**config.mk**
```make
export PLATFORM = sky130hd
export DESIGN_NAME = swd_window_decoder
export DESIGN_NICKNAME = d
export VERILOG_FILES = /design/src/rtl/swd_pkg.sv /design/src/rtl/swd_irq_ctrl.sv /design/src/rtl/swd_reg_bank.sv /design/src/rtl/swd_mem_stream.sv /design/src/rtl/swd_xact_fsm.sv /design/src/rtl/swd_window_decoder.sv
export SDC_FILE = /design/constraint.sdc
export NUM_CORES = 1
export LEC_CHECK = 0
export BUFFER_PORTS_ARGS = -buffer_cell sky130_fd_sc_hd__buf_2
export CAP_MARGIN = 10
export CORE_MARGIN = 1.5
export CORE_UTILIZATION = 48
export CTS_BUF_LIST = sky130_fd_sc_hd__clkbuf_4
export CTS_CLUSTER_DIAMETER = 120
export CTS_CLUSTER_SIZE = 10
export DETAILED_ROUTE_END_ITERATION = 10
export GPL_TIMING_DRIVEN = 0
export PLACE_DENSITY = 0.71
export SLEW_MARGIN = 20
export SYNTH_ARGS = -nofsm -noshare
export SYNTH_HDL_FRONTEND = slang
export SYNTH_SLANG_ARGS = --single-unit
```
**constraint.sdc**
```tcl
create_clock -name clk -period 4.1 [get_ports clk]
set_input_delay 0.82 -clock clk [delete_from_list [all_inputs] [get_ports clk]]
set_output_delay 0.82 -clock clk [all_outputs]
set_load 0.02 [all_outputs]
```
**src/rtl/swd_pkg.sv**
```systemverilog
package swd_pkg;
  localparam int ADDR_W = 13;
  localparam int REG_AW = 8;

  localparam logic [REG_AW-1:0] A_CTRL  = 8'h00;
  localparam logic [REG_AW-1:0] A_MASK  = 8'h08;
  localparam logic [REG_AW-1:0] A_CAUSE = 8'h09;
  localparam logic [REG_AW-1:0] A_PAGE  = 8'h16;
  localparam logic [REG_AW-1:0] A_STA   = 8'h20;
  localparam logic [REG_AW-1:0] A_LINK  = 8'h31;

  localparam logic [7:0]  LINK_VAL = 8'h17;
  localparam logic [31:0] DEV_ID   = 32'h04020200;
  localparam int CTRL_RST_BIT  = 0;
  localparam int CTRL_RXEN_BIT = 3;

  typedef enum logic [2:0] {
    ST_HDR0, ST_HDR1, ST_WDATA, ST_RREG, ST_MSTR, ST_DRAIN
  } xact_st_t;

  typedef enum logic [1:0] {
    SS_IDLE, SS_REQ, SS_WAIT, SS_PUSH
  } strm_st_t;
endpackage

```
**src/rtl/swd_irq_ctrl.sv**
```systemverilog
module swd_irq_ctrl #(
  parameter int NC = 2
) (
  input  logic          clk,
  input  logic          rst_n,
  input  logic [NC-1:0] ev,
  input  logic          mask_we,
  input  logic          clr_we,
  input  logic [NC-1:0] wdata,
  output logic [NC-1:0] mask_q,
  output logic [NC-1:0] cause_q,
  output logic          irq_n
);
  logic [NC-1:0] mask_d, cause_d;

  always_comb begin
    mask_d  = mask_we ? wdata : mask_q;
    cause_d = (cause_q & ~(clr_we ? wdata : '0)) | ev;
  end

  always_ff @(posedge clk or negedge rst_n) begin
    if (!rst_n) begin
      mask_q  <= '0;
      cause_q <= '0;
    end else begin
      mask_q  <= mask_d;
      cause_q <= cause_d;
    end
  end

  assign irq_n = ~|(cause_q & mask_q);

  // an enabled event drives the interrupt low on the next cycle
  p_irq_follows_event_r11: assert property (@(posedge clk) disable iff (!rst_n)
    ((|(ev & mask_q)) && !mask_we) |=> !irq_n);

  // causes are sticky unless a clear write is made
  p_cause_sticky_r11: assert property (@(posedge clk) disable iff (!rst_n)
    (!clr_we) |=> ((cause_q & $past(cause_q)) == $past(cause_q)));
endmodule

```
**src/rtl/swd_reg_bank.sv**
```systemverilog
module swd_reg_bank
  import swd_pkg::*;
#(
  parameter int PAGE_W    = 8,
  parameter int STA_BYTES = 6,
  parameter int NC        = 2
) (
  input  logic                   clk,
  input  logic                   rst_n,
  input  logic                   we,
  input  logic [REG_AW-1:0]      addr,
  input  logic [7:0]             wdata,
  output logic [7:0]             rdata,
  input  logic [PAGE_W-1:0]      rx_page,
  input  logic [NC-1:0]          ev,
  output logic                   irq_n,
  output logic                   reset_req,
  output logic                   rx_enable,
  output logic [8*STA_BYTES-1:0] station_addr
);
  logic [STA_BYTES-1:0][7:0] sta_q;
  logic rxen_q, rxen_d, rst_q, rst_d;
  logic ctrl_we, mask_we, clr_we;
  logic [NC-1:0] mask_q, cause_q;

  assign ctrl_we = we && (addr == A_CTRL);
  assign mask_we = we && (addr == A_MASK);
  assign clr_we  = we && (addr == A_CAUSE);

  always_comb begin
    rst_d  = ctrl_we && wdata[CTRL_RST_BIT];
    rxen_d = ctrl_we ? wdata[CTRL_RXEN_BIT] : rxen_q;
  end

  always_ff @(posedge clk or negedge rst_n) begin
    if (!rst_n) begin
      rst_q  <= 1'b0;
      rxen_q <= 1'b0;
    end else begin
      rst_q  <= rst_d;
      rxen_q <= rxen_d;
    end
  end

  for (genvar k = 0; k < STA_BYTES; k++) begin : g_sta
    logic sta_en;
    assign sta_en = we && (addr == REG_AW'(int'(A_STA) + k));
    always_ff @(posedge clk or negedge rst_n) begin
      if (!rst_n)      sta_q[k] <= '0;
      else if (sta_en) sta_q[k] <= wdata;
    end
  end

  swd_irq_ctrl #(.NC(NC)) irq_i (
    .clk     (clk),
    .rst_n   (rst_n),
    .ev      (ev),
    .mask_we (mask_we),
    .clr_we  (clr_we),
    .wdata   (wdata[NC-1:0]),
    .mask_q  (mask_q),
    .cause_q (cause_q),
    .irq_n   (irq_n)
  );

  always_comb begin
    rdata = 8'h00;
    if (addr < REG_AW'(4))      rdata = DEV_ID[31 - 8*addr[1:0] -: 8];
    else if (addr == A_MASK)    rdata = 8'(mask_q);
    else if (addr == A_CAUSE)   rdata = 8'(cause_q);
    else if (addr == A_PAGE)    rdata = 8'(rx_page);
    else if (addr == A_LINK)    rdata = LINK_VAL;
    for (int k = 0; k < STA_BYTES; k++)
      if (addr == REG_AW'(int'(A_STA) + k)) rdata = sta_q[k];
  end

  assign reset_req    = rst_q;
  assign rx_enable    = rxen_q;
  assign station_addr = sta_q;

  // the reset request never lasts more than one cycle
  p_rst_pulse_one_r6: assert property (@(posedge clk) disable iff (!rst_n)
    reset_req |=> !reset_req);
endmodule

```
**src/rtl/swd_mem_stream.sv**
```systemverilog
module swd_mem_stream
  import swd_pkg::*;
#(
  parameter int AW = ADDR_W
) (
  input  logic          clk,
  input  logic          rst_n,
  input  logic          start,
  input  logic [AW-1:0] start_addr,
  input  logic          run,
  output logic [AW-1:0] mem_req_addr,
  output logic          mem_req_valid,
  input  logic          mem_req_ready,
  input  logic [7:0]    mem_rsp_data,
  input  logic          mem_rsp_valid,
  input  logic          tx_room,
  output logic          tx_push,
  output logic [7:0]    tx_byte
);
  strm_st_t st_q, st_d;
  logic [AW-1:0] addr_q, addr_d;
  logic [7:0] hold_q, hold_d;

  always_comb begin
    st_d   = st_q;
    addr_d = addr_q;
    hold_d = hold_q;
    if (start) begin
      st_d   = SS_REQ;
      addr_d = start_addr;
    end else if (!run) begin
      st_d = SS_IDLE;
    end else begin
      unique case (st_q)
        SS_REQ:  if (mem_req_ready) begin
                   addr_d = addr_q + 1'b1;
                   st_d   = SS_WAIT;
                 end
        SS_WAIT: if (mem_rsp_valid) begin
                   hold_d = mem_rsp_data;
                   st_d   = SS_PUSH;
                 end
        SS_PUSH: if (tx_room) st_d = SS_REQ;
        default: st_d = SS_IDLE;
      endcase
    end
  end

  always_ff @(posedge clk or negedge rst_n) begin
    if (!rst_n) begin
      st_q   <= SS_IDLE;
      addr_q <= '0;
      hold_q <= '0;
    end else begin
      st_q   <= st_d;
      addr_q <= addr_d;
      hold_q <= hold_d;
    end
  end

  assign mem_req_valid = (st_q == SS_REQ) && run;
  assign mem_req_addr  = addr_q;
  assign tx_push       = (st_q == SS_PUSH) && run && tx_room;
  assign tx_byte       = hold_q;

  // a stalled request keeps its address while the stream runs
  p_req_hold_r8: assert property (@(posedge clk) disable iff (!rst_n)
    (mem_req_valid && !mem_req_ready) |=> ((mem_req_valid && $stable(mem_req_addr)) || !run));
endmodule

```
**src/rtl/swd_xact_fsm.sv**
```systemverilog
module swd_xact_fsm
  import swd_pkg::*;
#(
  parameter int AW       = ADDR_W,
  parameter int MEM_BASE = 'h100
) (
  input  logic              clk,
  input  logic              rst_n,
  input  logic              xact_active,
  input  logic [7:0]        rx_byte,
  input  logic              rx_valid,
  output logic              rx_take,
  input  logic              tx_room,
  output logic              reg_tx_push,
  output logic [REG_AW-1:0] reg_addr,
  output logic              reg_we,
  output logic [7:0]        reg_wdata,
  output logic              str_start,
  output logic [AW-1:0]     str_addr,
  output logic              str_run
);
  localparam int HI_W = AW - 6;

  xact_st_t st_q, st_d;
  logic [AW-1:0] addr_q, addr_d;
  logic [1:0] cnt_q, cnt_d;
  logic wr_q, wr_d;
  logic [AW-1:0] hdr_addr;

  assign hdr_addr = {addr_q[AW-1:6], rx_byte[7:2]};

  always_comb begin
    st_d        = st_q;
    addr_d      = addr_q;
    cnt_d       = cnt_q;
    wr_d        = wr_q;
    rx_take     = 1'b0;
    reg_we      = 1'b0;
    reg_tx_push = 1'b0;
    str_start   = 1'b0;
    if (!xact_active) begin
      st_d = ST_HDR0;
    end else begin
      rx_take = rx_valid;
      unique case (st_q)
        ST_HDR0: if (rx_valid) begin
                   wr_d          = rx_byte[7];
                   addr_d[AW-1:6] = rx_byte[HI_W-1:0];
                   st_d          = ST_HDR1;
                 end
        ST_HDR1: if (rx_valid) begin
                   addr_d = hdr_addr;
                   cnt_d  = rx_byte[1:0];
                   if (wr_q)                          st_d = ST_WDATA;
                   else if (hdr_addr >= AW'(MEM_BASE)) begin
                     str_start = 1'b1;
                     st_d      = ST_MSTR;
                   end else                           st_d = ST_RREG;
                 end
        ST_WDATA: if (rx_valid) begin
                    reg_we = (addr_q < AW'(MEM_BASE));
                    addr_d = addr_q + 1'b1;
                    cnt_d  = cnt_q - 1'b1;
                    if (cnt_q == 2'd0) st_d = ST_DRAIN;
                  end
        ST_RREG: if (tx_room) begin
                   reg_tx_push = 1'b1;
                   addr_d      = addr_q + 1'b1;
                   cnt_d       = cnt_q - 1'b1;
                   if (cnt_q == 2'd0) st_d = ST_DRAIN;
                 end
        default: ;
      endcase
    end
  end

  always_ff @(posedge clk or negedge rst_n) begin
    if (!rst_n) begin
      st_q   <= ST_HDR0;
      addr_q <= '0;
      cnt_q  <= '0;
      wr_q   <= 1'b0;
    end else begin
      st_q   <= st_d;
      addr_q <= addr_d;
      cnt_q  <= cnt_d;
      wr_q   <= wr_d;
    end
  end

  assign reg_addr  = addr_q[REG_AW-1:0];
  assign reg_wdata = rx_byte;
  assign str_addr  = hdr_addr;
  assign str_run   = (st_q == ST_MSTR) && xact_active;

  // a byte is only taken when one is offered
  p_take_needs_valid_r13: assert property (@(posedge clk) disable iff (!rst_n)
    rx_take |-> rx_valid);

  // with the transaction gone, nothing is consumed
  p_no_take_idle_r12: assert property (@(posedge clk) disable iff (!rst_n)
    !xact_active |-> !rx_take);
endmodule

```
**src/rtl/swd_window_decoder.sv**
```systemverilog
module swd_window_decoder
  import swd_pkg::*;
#(
  parameter int MEM_BASE  = 'h100,
  parameter int PAGE_W    = 8,
  parameter int STA_BYTES = 6
) (
  input  logic                   clk,
  input  logic                   rst_n,
  input  logic                   xact_active,
  input  logic [7:0]             rx_byte,
  input  logic                   rx_valid,
  output logic                   rx_take,
  output logic [7:0]             tx_byte,
  output logic                   tx_push,
  input  logic                   tx_room,
  output logic [ADDR_W-1:0]      mem_req_addr,
  output logic                   mem_req_valid,
  input  logic                   mem_req_ready,
  input  logic [7:0]             mem_rsp_data,
  input  logic                   mem_rsp_valid,
  input  logic [PAGE_W-1:0]      rx_page,
  input  logic                   rx_event,
  input  logic                   tx_event,
  output logic                   irq_n,
  output logic                   reset_req,
  output logic                   rx_enable,
  output logic [8*STA_BYTES-1:0] station_addr
);
  logic reg_tx_push, reg_we, str_start, str_run, str_push;
  logic [REG_AW-1:0] reg_addr;
  logic [7:0] reg_wdata, reg_rdata, str_byte;
  logic [ADDR_W-1:0] str_addr;

  swd_xact_fsm #(.AW(ADDR_W), .MEM_BASE(MEM_BASE)) fsm_i (
    .clk         (clk),
    .rst_n       (rst_n),
    .xact_active (xact_active),
    .rx_byte     (rx_byte),
    .rx_valid    (rx_valid),
    .rx_take     (rx_take),
    .tx_room     (tx_room),
    .reg_tx_push (reg_tx_push),
    .reg_addr    (reg_addr),
    .reg_we      (reg_we),
    .reg_wdata   (reg_wdata),
    .str_start   (str_start),
    .str_addr    (str_addr),
    .str_run     (str_run)
  );

  swd_reg_bank #(.PAGE_W(PAGE_W), .STA_BYTES(STA_BYTES), .NC(2)) regs_i (
    .clk          (clk),
    .rst_n        (rst_n),
    .we           (reg_we),
    .addr         (reg_addr),
    .wdata        (reg_wdata),
    .rdata        (reg_rdata),
    .rx_page      (rx_page),
    .ev           ({tx_event, rx_event}),
    .irq_n        (irq_n),
    .reset_req    (reset_req),
    .rx_enable    (rx_enable),
    .station_addr (station_addr)
  );

  swd_mem_stream #(.AW(ADDR_W)) strm_i (
    .clk           (clk),
    .rst_n         (rst_n),
    .start         (str_start),
    .start_addr    (str_addr),
    .run           (str_run),
    .mem_req_addr  (mem_req_addr),
    .mem_req_valid (mem_req_valid),
    .mem_req_ready (mem_req_ready),
    .mem_rsp_data  (mem_rsp_data),
    .mem_rsp_valid (mem_rsp_valid),
    .tx_room       (tx_room),
    .tx_push       (str_push),
    .tx_byte       (str_byte)
  );

  assign tx_push = reg_tx_push | str_push;
  assign tx_byte = str_push ? str_byte : reg_rdata;

  // no response byte is pushed without room
  p_push_needs_room_r9: assert property (@(posedge clk) disable iff (!rst_n)
    tx_push |-> tx_room);

  // the two response sources never push together
  p_one_source_r8: assert property (@(posedge clk) disable iff (!rst_n)
    !(reg_tx_push && str_push));
endmodule

```
# Yosys cells after proc, flatten, opt, wreduce, memory -nomap -nowiden
# Index checks and enable logic that the tools add are counted.
op_classes:
  add_sub_neg: 4
  order_cmp: 3
  n_eq_ne: 29
  shifts: 1
  muxes: 54
  n_bitwise: 7
  n_reduce_logical: 31
ops:
  columns: ["cell", "n"]
  rows:
  - ["2-to-1 mux 8 bit", 11]
  - ["2-to-1 mux 13 bit", 6]
  - ["== test 8 x 6 -> 1 bit, second input constant", 7]
  - ["variable part select 39 x 33 -> 8 bit, first input constant", 1]
  - ["one-hot mux 7 bit (4 select lines)", 1]
  - ["adder 13 x 1 -> 13 bit, second input constant", 2]
  - ["2-to-1 mux 3 bit", 8]
  - ["2-to-1 mux 2 bit", 9]
  - ["one-hot mux 6 bit (3 select lines)", 1]
  - ["== test 8 x 4 -> 1 bit, second input constant", 2]
  - ["logical AND 1 bit", 14]
  - ["greater-or-equal comparator 13 x 9 -> 1 bit, second input constant", 1]
  - ["< comparator 13 x 9 -> 1 bit, second input constant", 1]
  - ["2-to-1 mux 1 bit", 12]
  - ["!= test 3 bit, second input constant", 4]
  - ["!= test 4 bit, second input constant", 3]
  - ["one-hot mux 2 bit (3 select lines)", 2]
  - ["one-hot mux 3 bit (4 select lines)", 1]
  - ["AND reduction 5 bit", 2]
  - ["AND reduction 3 bit", 3]
  - ["== test 8 x 5 -> 1 bit, second input constant", 1]
  - ["logical NOT 8 bit", 1]
  - ["< comparator 8 x 3 -> 1 bit, second input constant", 1]
  - ["!= test 2 bit, second input constant", 4]
  - ["other kinds (24)", 31]
word_totals:
  reg_bits: 96
  out_inout_bits: 75

# Depth between registers and ports, before layout
# Gate-level depths: netlist (run 1).
depth:
  word_depth: 13
  depth_mapped: 9
  mapped_depth_nobuf: 8

# Cells and area by module
# A second synthesis (run 1) with hierarchy kept.
unflattened:
  hier_cells: 572
  area_unflattened_um2: 5619.1
modules_own_cells:
  columns: ["module", "n_inst", "cells_each", "area_per_inst_um2", "seq_area_each_um2"]
  rows:
  - ["swd_reg_bank", 1, 263, 2743.9, 1251.2]
  - ["swd_xact_fsm", 1, 171, 1396.3, 475.5]
  - ["swd_mem_stream", 1, 117, 1188.6, 575.6]
  - ["swd_irq_ctrl", 1, 11, 152.6, 100.1]
  - ["swd_window_decoder", 1, 10, 137.6, 0.0]

# Worst setup path before layout (run 1)
# Ideal clock, no wire load.
synth_path:
  kind: "register -> output"
  from: "register fsm_i.addr_q[1]"
  to: "output port tx_byte[0]"
  arrival_ps: 2169
  required_ps: 3280
  setup_slack_ps: 1111
  stages_incl_launch_ff: 9
  path_buffers: 0
  path_cell_list: "dfrtp_1 > inv_1 > ha_1 > or4b_2 > a21oi_1 > a21oi_1 > a21oi_1 > o31ai_1 > o21ai_0"
synth_between:
  elab_chain_cells: 13
  elab_cells_between_ends: 25
synth_rtl:
  columns: ["element", "line", "source"]
  rows:
  - ["start, declared", "swd_xact_fsm.sv:25", "logic [AW-1:0] addr_q, addr_d;"]
  - ["start signal, assigned", "swd_xact_fsm.sv:85", "addr_q <= addr_d;"]
  - ["branches (longest 11 deep; another with subtractor 5 x 5 -> 6 bit)", null, null]
  - ["2-to-1 mux 8 bit *", "swd_reg_bank.sv:74", "if (addr == REG_AW'(int'(A_STA) + k)) rdata = sta_q[k];"]
  - ["2-to-1 mux 8 bit *", "swd_window_decoder.sv:84", "assign tx_byte = str_push ? str_byte : reg_rdata;"]
  - ["end, declared", "swd_window_decoder.sv:14", "output logic [7:0] tx_byte,"]
# Mark *: on every way between the ends.

# Final worst setup path (run 1)
layout_path:
  from: "register fsm_i.addr_q[1]"
  to: "output port tx_byte[1]"
# Same word-level chain as after synthesis.

==> results.yml, run 1 <==
placed_design:
  placement.setup.worst_slack_ns: 0.760
  portBuffers: 102
  finalWeightedCongestion: 0.927
  hpwl_um: 11000
drt:
  post-route-drc-count: 0
  postRouteAntennaNets: 0
  routed-via-count: 4805
  drt-initial-drc-count: 403
  route.met2.wl_um: 6940
  routed.top_layer: "met4"
  drt_first_pass_iters: 5
  route.layer.met1.wl_um: 6840
  vias_per_cell: 5.92
  route.detailed.wl_per_inst_um: 18.7
  met3RoutedLength_um: 1100
  postRouteWirelength_um: 15200
floorplan:
  fp-row-count: 38
  design.portCount: 108
  fp.dieH_um: 109
  initial_utilization: 0.494
  coreArea_um2: 10900
  die-width_um: 109
  die_area_um2: 11900
timing:
  timing.final.max_slew_violations: 0
  maxClockFrequency_mhz: 256
  period_share: 0.954
  timing.final.hold_violations: 0
  fin_worst_skew_ns: 0.0251
  setup-violations-final: 0
  grt_setup_unrepaired: "false"
  layout_min_cycle_time_ns: 3.91
  timing.setup.tns_ns: 0
  headroom_to_the_max_slew_limit: 0.477
  final.setup.worst_slack_ns: 0.187
  worst-slew-pin-transition_ns: 0.785
yosys:
  netlist-cell-type-count: 65
  post_synth_instance_area_um2: 5380
  async_reset_ff_frac: 1.00
  post_synthesis_area_per_instance_um2: 9.73
  synth_flop_cell: "dfrtp_1"
  postSynthNetCount: 595
  synth_edf_count: 0
  yosys_synthesis_warning_count: 0
  synth.ff_latch_count: 96
  post_synth_inst_count: 553
  seq_area_frac_synth: 0.447
cells_and_area:
  layout.area.seq_um2: 2400
  antenna_cells: 0
  area_delta_synth_final_pct: 16.1
  finalNetCount: 709
  multiInputGateArea_um2: 2770
  drive_gt1_frac: 0.307
  fillers: 988
critical_path:
  worstPathBufferInverterCount: 2
  worstReg2RegEnd: "regs_i.rx_enable$_DFFE_PN0P_"
  rrSetupSlack_ns: 1.74
  critical-path-slowest-cell: "or4b_2"
  worstSetupEndpointType: "output port"
  worst-path-max-fanout: 7
  worst-r2r-cell-count: 7
  path_cells: "inv_1, ha_1, or4b_2, a21oi_1, a21oi_1, o21ai_0, o221ai_1, a21oi_1, buf_2"
  critPathMaxStageDelay_ns: 0.62
  path_class: "register to output port"
  crit_top_cell: "a21oi_1"
  timing.critical_path.from_type: "register"
  path_delay_family: "compound AO/OA/AOI/OAI gates"
  timing.rr.start: "fsm_i.st_q[2]$_DFFE_PN0P_"
  cp_data_required_time_ns: 3.28
  worstPathArrival_ns: 3.09
clocking:
  cts_inserted_buffers: 9
  ctsRootBufferMaster: "clkbuf_4"
  cts.repair_timing.setup_buffer_count: 0
  clock_tree.htree_level_count: 3
  tritoncts_num_sinks: 96
  clock_input_transition_at_the_sequential_cells_of_the_worst_setup_and_hold_paths_ns: 0.16
  clock_path_buffers: 2
  clock_insertion_delay_worst_skew_ns: 0.50
  tritoncts: "built"
hold_path:
  hold_path.class: "input port to async pin"
outcome:
  status: "complete, no violations"
pwr:
  peak_supply_drop_mv: 0.327
  powerDensity_nw_per_um2: 466
  cellLeakagePower_nw: 3.13
global_routing:
  grt_pass1_wl_um: 24300
  grt.overflow.total: 0
  antenna_found_initial: 0
  grt_max_degree: 65
  grtUsageTotal: 0.270
  grt_pass1_vias: 4527
flow_run:
  cap_violations: 0
-- flip-flops by register name (all words and copies together) (netlist names), 2 cells and up --
name,count
strm_i.st_q,2
fsm_i.addr_q,13
regs_i.irq_i.cause_q,2
regs_i.station_addr,48
fsm_i.cnt_q,2
fsm_i.st_q,3
strm_i.mem_req_addr,13
strm_i.tx_byte,8
regs_i.irq_i.mask_q,2
-- power by group --
group	internal, W	total [W]	leakage (nW)	switching (W)
Sequential	0.00109	0.00126	1.26	0.000176
Combinational	0.000379	0.00111	1.79	0.000726
Clock	0.000196	0.000544	0.0750	0.000347
-- cell type report --
type                       count  area share
buffer                        31      0.0206
clock buffer                  10      0.0120
clock inverter                 6      0.0108
inverter                      22      0.0138
multi-input combinational    404       0.443
sequential                    96       0.385
tap                          140      0.0280
timing repair buffer         103      0.0871
-- logic make-up after synthesis --
group,after synthesis,share of synthesized area
AOI/OAI and AO/OA,162,0.183
and+or+nand+nor,168,0.172
adders and majority gates,9,0.0209
DFF,96,0.447
xor gates and xnor gates,4,0.00651
muxes,61,0.132
buffers and inverters,53,0.0393
-- what timing repair did --
item | CTS | global route
resized for setup | 0 | 1
hold buffers | 0 | 0
hold endpoints to repair | 0 | 0
endpoints found under the setup margin | 0 | 1
-- through the flow --
| stage | instances | util | total power, W | area (um^2) | hold WS, ns |
|---|---|---|---|---|---|
| floorplan | 553 | - | 0.00200 | 5380 | 0.473 |
| global placement | 795 | 0.557 | 0.00233 | 6070 | 0.490 |
| detailed placement | 796 | 0.560 | 0.00235 | 6100 | 0.497 |
| CTS | 812 | 0.573 | 0.00290 | 6240 | 0.172 |
| global route | 812 | 0.574 | 0.00310 | 6250 | 0.196 |
| finish | 812 | 0.574 | 0.00291 | 6250 | 0.180 |
-- how the worst max path moves through the flow --
| stage | start | endpoint | slack, ns | cells past startpoint |
|---|---|---|---|---|
| after detailed placement | fsm_i.addr_q[0]$_DFFE_PN0P_ | tx_byte[1] | 0.76 | 10 |
| after global placement | fsm_i.addr_q[0]$_DFFE_PN0P_ | tx_byte[1] | 0.75 | 10 |
| after global routing | fsm_i.addr_q[1]$_DFFE_PN0P_ | tx_byte[0] | 0.03 | 9 |
| final | fsm_i.addr_q[1]$_DFFE_PN0P_ | tx_byte[1] | 0.19 | 9 |
| after floorplan | fsm_i.addr_q[1]$_DFFE_PN0P_ | tx_byte[0] | 1.11 | 8 |
| after CTS | fsm_i.addr_q[0]$_DFFE_PN0P_ | tx_byte[1] | 0.16 | 10 |
-- placed cells by master, fill, tap and decap left out, types with 3 or more instances in the layout --
cell type | synthesis | routed
nand3_1 | 11 | 11
a221o_1 | 3 | 3
nor3b_1 | 5 | 5
o31ai_1 | 3 | 3
and3_1 | 6 | 6
nor2_1 | 21 | 21
o311ai_0 | 3 | 3
nor2b_1 | 9 | 9
a22oi_1 | 8 | 8
mux2_4 | 7 | 7
nand2_4 | 4 | 4
clkbuf_4 | 0 | 10
o21ai_0 | 42 | 42
a21oi_1 | 54 | 54
nand2_1 | 69 | 69
nor3_1 | 5 | 5
and2_1 | 7 | 7
xnor2_1 | 3 | 3
buf_2 | 10 | 111
dfrtp_1 | 96 | 96
a22o_1 | 5 | 5
mux2_2 | 50 | 50
nand2b_1 | 3 | 3
a31oi_1 | 5 | 5
inv_1 | 21 | 21
a21o_1 | 3 | 3
buf_1 | 5 | 5
a31o_2 | 3 | 3
nand4_1 | 5 | 5
ha_1 | 9 | 9
o22ai_1 | 19 | 19
clkbuf_1 | 16 | 16
-- layer usage --
layer  vias to the layer above  track usage
li1                       2240            -
met1                      2347        0.383
met2                       196        0.417
met3                        22       0.0436
met4                         0       0.0949
met5                         -            0
-- cells in the mapped netlist, drive strengths merged (2+ instances only) --
master	count	share of area
dfrtp	96	0.45
mux2	59	0.13
a31o	3	0.0049
inv	21	0.015
or4	2	0.0042
nor3	6	0.0077
buf	15	0.013
o311ai	3	0.0049
xnor2	3	0.0049
clkbuf	16	0.011
nor2b	9	0.010
or4b	2	0.0037
nand2	73	0.057
nor3b	6	0.0093
mux2i	2	0.0037
ha	9	0.021
and4	2	0.0033
a21o	3	0.0042
nand3	12	0.012
a22oi	8	0.011
a221o	3	0.0056
a22o	5	0.0081
o211ai	2	0.0028
o31ai	3	0.0042
o22ai	19	0.022
nor4	3	0.0063
and3	6	0.0070
o221ai	2	0.0033
nand2b	3	0.0035
a31oi	5	0.0058
o21ai	42	0.039
a21oi	54	0.050
nand4	5	0.0058
nand3b	2	0.0028
and2	7	0.0081
nor2	24	0.022
o211a	2	0.0037
No activity file was read; power rests on OpenSTA's default activity.
==> run 2: changes to the inputs <==
Settings changed: BUFFER_PORTS_ARGS -buffer_cell sky130_fd_sc_hd__buf_2 to -buffer_cell sky130_fd_sc_hd__buf_4, MAX_ROUTING_LAYER set to met4.
==> run 2 against run 1 <==
Final cell count shrank 0.12%. Fmax grew 2.3%. Critical path depth is the same. Utilization grew 2.1 points. Clock-buffer cell count is the same. Largest power group unchanged.
==> results.yml, run 2 (synthesis results as in run 1) <==
outcome:
  status: "complete, no violations"
clocking:
  ctsRootBufferMaster: "clkbuf_4"
  clock_insertion_delay_worst_skew_ns: 0.49
  tritoncts: "built"
  clock_path_buffers: 2
  tritoncts_num_sinks: 96
  cts.hold.buffers_added: 0
  post_cts_resized: 0
  clock_input_transition_at_the_sequential_cells_of_the_worst_setup_and_hold_paths_ns: 0.17
  clock_tree.htree_level_count: 3
  cts.repair_timing.setup_buffer_count: 0
  cts_inserted_buffers: 9
drt:
  drt_first_pass_iters: 5
  vias_per_cell: 5.93
  postRouteAntennaNets: 0
  postRouteWirelength_um: 15300
  routed-via-count: 4809
  route.detailed.wl_per_inst_um: 18.9
  drt-initial-drc-count: 384
  post-route-drc-count: 0
floorplan:
  die-width_um: 109
  fp.dieH_um: 109
  coreArea_um2: 10900
  fp-row-count: 38
  die_area_um2: 11900
  design.portCount: 108
  initial_utilization: 0.494
placed_design:
  portBuffers: 102
  hpwl_um: 11300
  finalWeightedCongestion: 0.932
  placement.setup.worst_slack_ns: 0.722
  post-place-cells: 795
  dpl_cell_area_um2: 6320
hold_path:
  hold_path.class: "input port to async pin"
timing:
  fin_worst_skew_ns: 0.0311
  maxClockFrequency_mhz: 261
  timing.final.hold_violations: 0
  final.setup.worst_slack_ns: 0.275
  timing.final.max_slew_violations: 0
  timing.setup.tns_ns: 0
  grt_setup_unrepaired: "false"
  worst-slew-pin-transition_ns: 0.874
  headroom_to_the_max_slew_limit: 0.417
  layout_min_cycle_time_ns: 3.82
  setup-violations-final: 0
  period_share: 0.933
cells_and_area:
  fillers: 952
  antenna_cells: 0
  design_area_um2: 6470
  drive_gt1_frac: 0.310
  area_delta_synth_final_pct: 20.3
  finalNetCount: 708
  layoutNonFillerInstCount: 811
  largest_register_ff_count: 48
  layout_commonest_cell: "buf_4"
  layout_common_cells: "buf_4, dfrtp_1, nand2_1, a21oi_1, mux2_2"
critical_path:
  worst-r2r-cell-count: 7
  cp_data_required_time_ns: 3.28
  worstPathArrival_ns: 3.00
  worstReg2RegEnd: "regs_i.rx_enable$_DFFE_PN0P_"
  timing.critical_path.from_type: "register"
  path_class: "register to output port"
  timing.rr.start: "fsm_i.st_q[2]$_DFFE_PN0P_"
  worstSetupEndpointType: "output port"
  rrSetupSlack_ns: 1.77
  worst-path-max-fanout: 7
pwr:
  powerDensity_nw_per_um2: 450
  peak_supply_drop_mv: 0.401
  cellLeakagePower_nw: 3.14
global_routing:
  antenna_found_initial: 0
  grtUsageTotal: 0.281
  grt_pass1_vias: 4592
  grt.overflow.total: 0
  grt_max_degree: 97
  grt_pass1_wl_um: 24400
flow_run:
  cap_violations: 0
run 2: metal layers:
metal	vias up	GRT usage	routed length (um)
met4	0	0.0602	191
met5	-	-	0
li1	2242	-	-
met3	16	0.0568	1040
met2	202	0.440	7340
met1	2349	0.378	6770
run 2: worst max path at each step:
stage                                      from          to  slack [ns]
floorplan           fsm_i.addr_q[1]$_DFFE_PN0P_  tx_byte[0]        1.11
global placement    fsm_i.addr_q[0]$_DFFE_PN0P_  tx_byte[1]        0.72
detailed placement  fsm_i.addr_q[0]$_DFFE_PN0P_  tx_byte[1]        0.72
CTS                 fsm_i.addr_q[0]$_DFFE_PN0P_  tx_byte[1]        0.12
global route        fsm_i.addr_q[0]$_DFFE_PN0P_  tx_byte[1]        0.03
finish              fsm_i.addr_q[1]$_DFFE_PN0P_  tx_byte[1]        0.28
run 2: final cells by class:
type	count	area, um^2	area share
flip-flops and latches	96	2400	0.371
multi-input cells	404	2770	0.428
repair buffers	102	769	0.119
clock buffers	10	75.1	0.0116
plain buffers	31	129	0.0199
inverters	22	86.3	0.0133
well taps	140	175	0.0271
clock inverters	6	63.8	0.00986
run 2: critical path, cell delays in order (launching register included):
cell and delay (ns):
dfrtp_1 0.48, inv_1 0.11, ha_2 0.27, or4b_2 0.60
a21oi_1 0.23, a21oi_1 0.06, o21ai_0 0.15, o221ai_1 0.20
a21oi_1 0.25, buf_4 0.17
run 2: stage by stage:
stage | power [W] | utilization | hold slack (ns)
5_1_grt | 0.00312 | 0.594 | 0.424
4_1_cts | 0.00291 | 0.594 | 0.416
6_report | 0.00291 | 0.594 | 0.388
3_5_place_dp | 0.00240 | 0.581 | 0.501
3_3_place_gp | 0.00237 | 0.581 | 0.498
2_1_floorplan | 0.00200 | - | 0.473
run 2: power breakdown:
| part | switching [W] | total (W) | internal (W) |
|---|---|---|---|
| Sequential | 0.000178 | 0.00126 | 0.00109 |
| Clock | 0.000364 | 0.000511 | 0.000147 |
| Combinational | 0.000713 | 0.00114 | 0.000424 |
==> run 3: changes to the inputs <==
Settings changed: CORE_UTILIZATION 48 to 50, CTS_BUF_LIST sky130_fd_sc_hd__clkbuf_4 to unset, PLACE_DENSITY 0.71 to 0.74.
==> run 3 against run 2 <==
Critical path depth rose by 1. Wire length rose by 1.6%. Final area rose by 0.54%. Global-route usage rose by 0.68 points. Worst hold slack improved by 0.11 ns. Critical path type unchanged.
==> results.yml, run 3 (synthesis results as in run 1) <==
critical_path:
  critical-path-slowest-cell: "dfrtp_1"
  worstSetupEndpointType: "output port"
  worstPathBufferInverterCount: 4
  rrSetupSlack_ns: 1.73
  worstReg2RegEnd: "regs_i.rx_enable$_DFFE_PN0P_"
  path_delay_family: "buffers and inverters"
  worstPathArrival_ns: 3.08
  critPathMaxStageDelay_ns: 0.46
  cp_data_required_time_ns: 3.28
  timing.critical_path.from: "fsm_i.addr_q[0]$_DFFE_PN0P_"
  path_class: "register to output port"
  worst-path-max-fanout: 10
  path_cells: "inv_1, ha_1, buf_2, clkinvlp_4, nand2_1, o22ai_1, o211ai_1, o221ai_1, a21oi_1, buf_4"
  timing.critical_path.from_type: "register"
  worst-r2r-cell-count: 7
  timing.rr.start: "fsm_i.st_q[2]$_DFFE_PN0P_"
timing:
  grt_setup_unrepaired: "false"
  timing.final.max_slew_violations: 0
  maxClockFrequency_mhz: 257
  final.setup.worst_slack_ns: 0.205
  layout_min_cycle_time_ns: 3.90
  worst-slew-pin-transition_ns: 0.884
  headroom_to_the_max_slew_limit: 0.411
  timing.setup.tns_ns: 0
  fin_worst_skew_ns: 0.0160
  setup-violations-final: 0
  period_share: 0.950
  timing.final.hold_violations: 0
pwr:
  clkPwrFrac: 0.201
  peak_supply_drop_mv: 0.357
  powerDensity_nw_per_um2: 464
  sequentialPowerShare: 0.421
  power_switching_share: 0.424
  power.internal_w: 0.00174
  comb_power_share: 0.378
  cellLeakagePower_nw: 3.17
  p_sw_w: 0.00128
cells_and_area:
  finalNetCount: 708
  fillers: 889
  layout.core_utilization: 0.628
  layoutNonFillerInstCount: 807
  layout_common_cells: "buf_4, dfrtp_1, nand2_1, a21oi_1, mux2_2"
  layout_commonest_cell: "buf_4"
  largest_register_ff_count: 48
  drive_gt1_frac: 0.307
  antenna_cells: 0
  area_delta_synth_final_pct: 21.0
global_routing:
  grt_pass1_vias: 4583
  grtUsageTotal: 0.288
  grt.overflow.total: 0
  grt_pass1_wl_um: 24300
  antenna_found_initial: 0
  grt_max_degree: 97
hold_path:
  hold_path.class: "input port to async pin"
clocking:
  ctsRootBufferMaster: "clkbuf_8"
  clock_path_buffers: 2
  cts_inserted_buffers: 9
  clock_tree.htree_level_count: 3
  tritoncts_num_sinks: 96
  tritoncts: "built"
  cts.repair_timing.setup_buffer_count: 0
  clock_insertion_delay_worst_skew_ns: 0.40
  cts.hold.buffers_added: 0
  clock_input_transition_at_the_sequential_cells_of_the_worst_setup_and_hold_paths_ns: 0.11
floorplan:
  fp.dieH_um: 107
  die_area_um2: 11400
  fp-row-count: 37
  design.portCount: 108
  coreArea_um2: 10400
  die-width_um: 107
  initial_utilization: 0.519
drt:
  route.detailed.wl_per_inst_um: 19.3
  postRouteWirelength_um: 15600
  drt-initial-drc-count: 392
  postRouteAntennaNets: 0
  drt_first_pass_iters: 5
  routed-via-count: 4850
  vias_per_cell: 6.01
  post-route-drc-count: 0
placed_design:
  hpwl_um: 11300
  post-place-cells: 791
  finalWeightedCongestion: 0.933
  portBuffers: 102
  placement.setup.worst_slack_ns: 0.633
outcome:
  status: "complete, no violations"
flow_run:
  cap_violations: 0
==> run 3: worst register-to-register path, stage by stage, from the launching register on <==
cell	delay, ns
dfrtp_1	0.39
buf_2	0.17
nor2b_1	0.21
clkbuf_1	0.39
and3_1	0.32
nand3_1	0.15
nor3_1	0.25
mux2_2	0.36
==> run 3: layout make-up <==
class | count | area (um^2) | share of cell area
clock inverters | 7 | 60.1 | 0.00923
plain buffers | 31 | 129 | 0.0198
multi-input cells | 404 | 2770 | 0.425
well taps | 136 | 170 | 0.0261
clock buffers | 9 | 124 | 0.0190
inverters | 22 | 86.3 | 0.0133
flip-flops and latches | 96 | 2400 | 0.369
repair buffers | 102 | 769 | 0.118
==> run 3: worst max-delay path by stage <==
stage	endpoint	slack [ns]	depth (start not counted)
floorplan	tx_byte[0]	1.11	8
global placement	tx_byte[1]	0.70	10
detailed placement	tx_byte[1]	0.63	10
CTS	tx_byte[1]	0.17	10
global route	tx_byte[1]	0.07	10
finish	tx_byte[1]	0.20	10
==> run 3: repair_timing <==
item,CTS,global route
hold endpoints to repair,0,0
endpoints found under the setup margin,0,1
resized for setup,0,1
==> run 3: per-layer routing <==
layer  track usage  vias up  share of wire
li1              -     2232              -
met1         0.386     2378           0.44
met4         0.107        0          0.024
met5             -        -              0
met2         0.437      210           0.47
met3        0.0547       30          0.069
==> run 3: power groups by stage <==
stage / combinational [W] / clock [W] / sequential, W
final: 0.00114 / 0.000607 / 0.00127
after global routing: 0.00125 / 0.000657 / 0.00129
after CTS: 0.00112 / 0.000620 / 0.00127
after global placement: 0.00109 / 0 / 0.00128
after floorplan: 0.000683 / 0 / 0.00132
after detailed placement: 0.00112 / 0 / 0.00129
==> run 3: per-stage QoR <==
step                      power, W  area (um^2)  hold slack (ns)
after detailed placement   0.00240         6320            0.505
after global routing       0.00320         6510            0.540
after global placement     0.00237         6320            0.493
final                      0.00302         6510            0.500
after floorplan            0.00200         5380            0.473
after CTS                  0.00301         6500            0.525
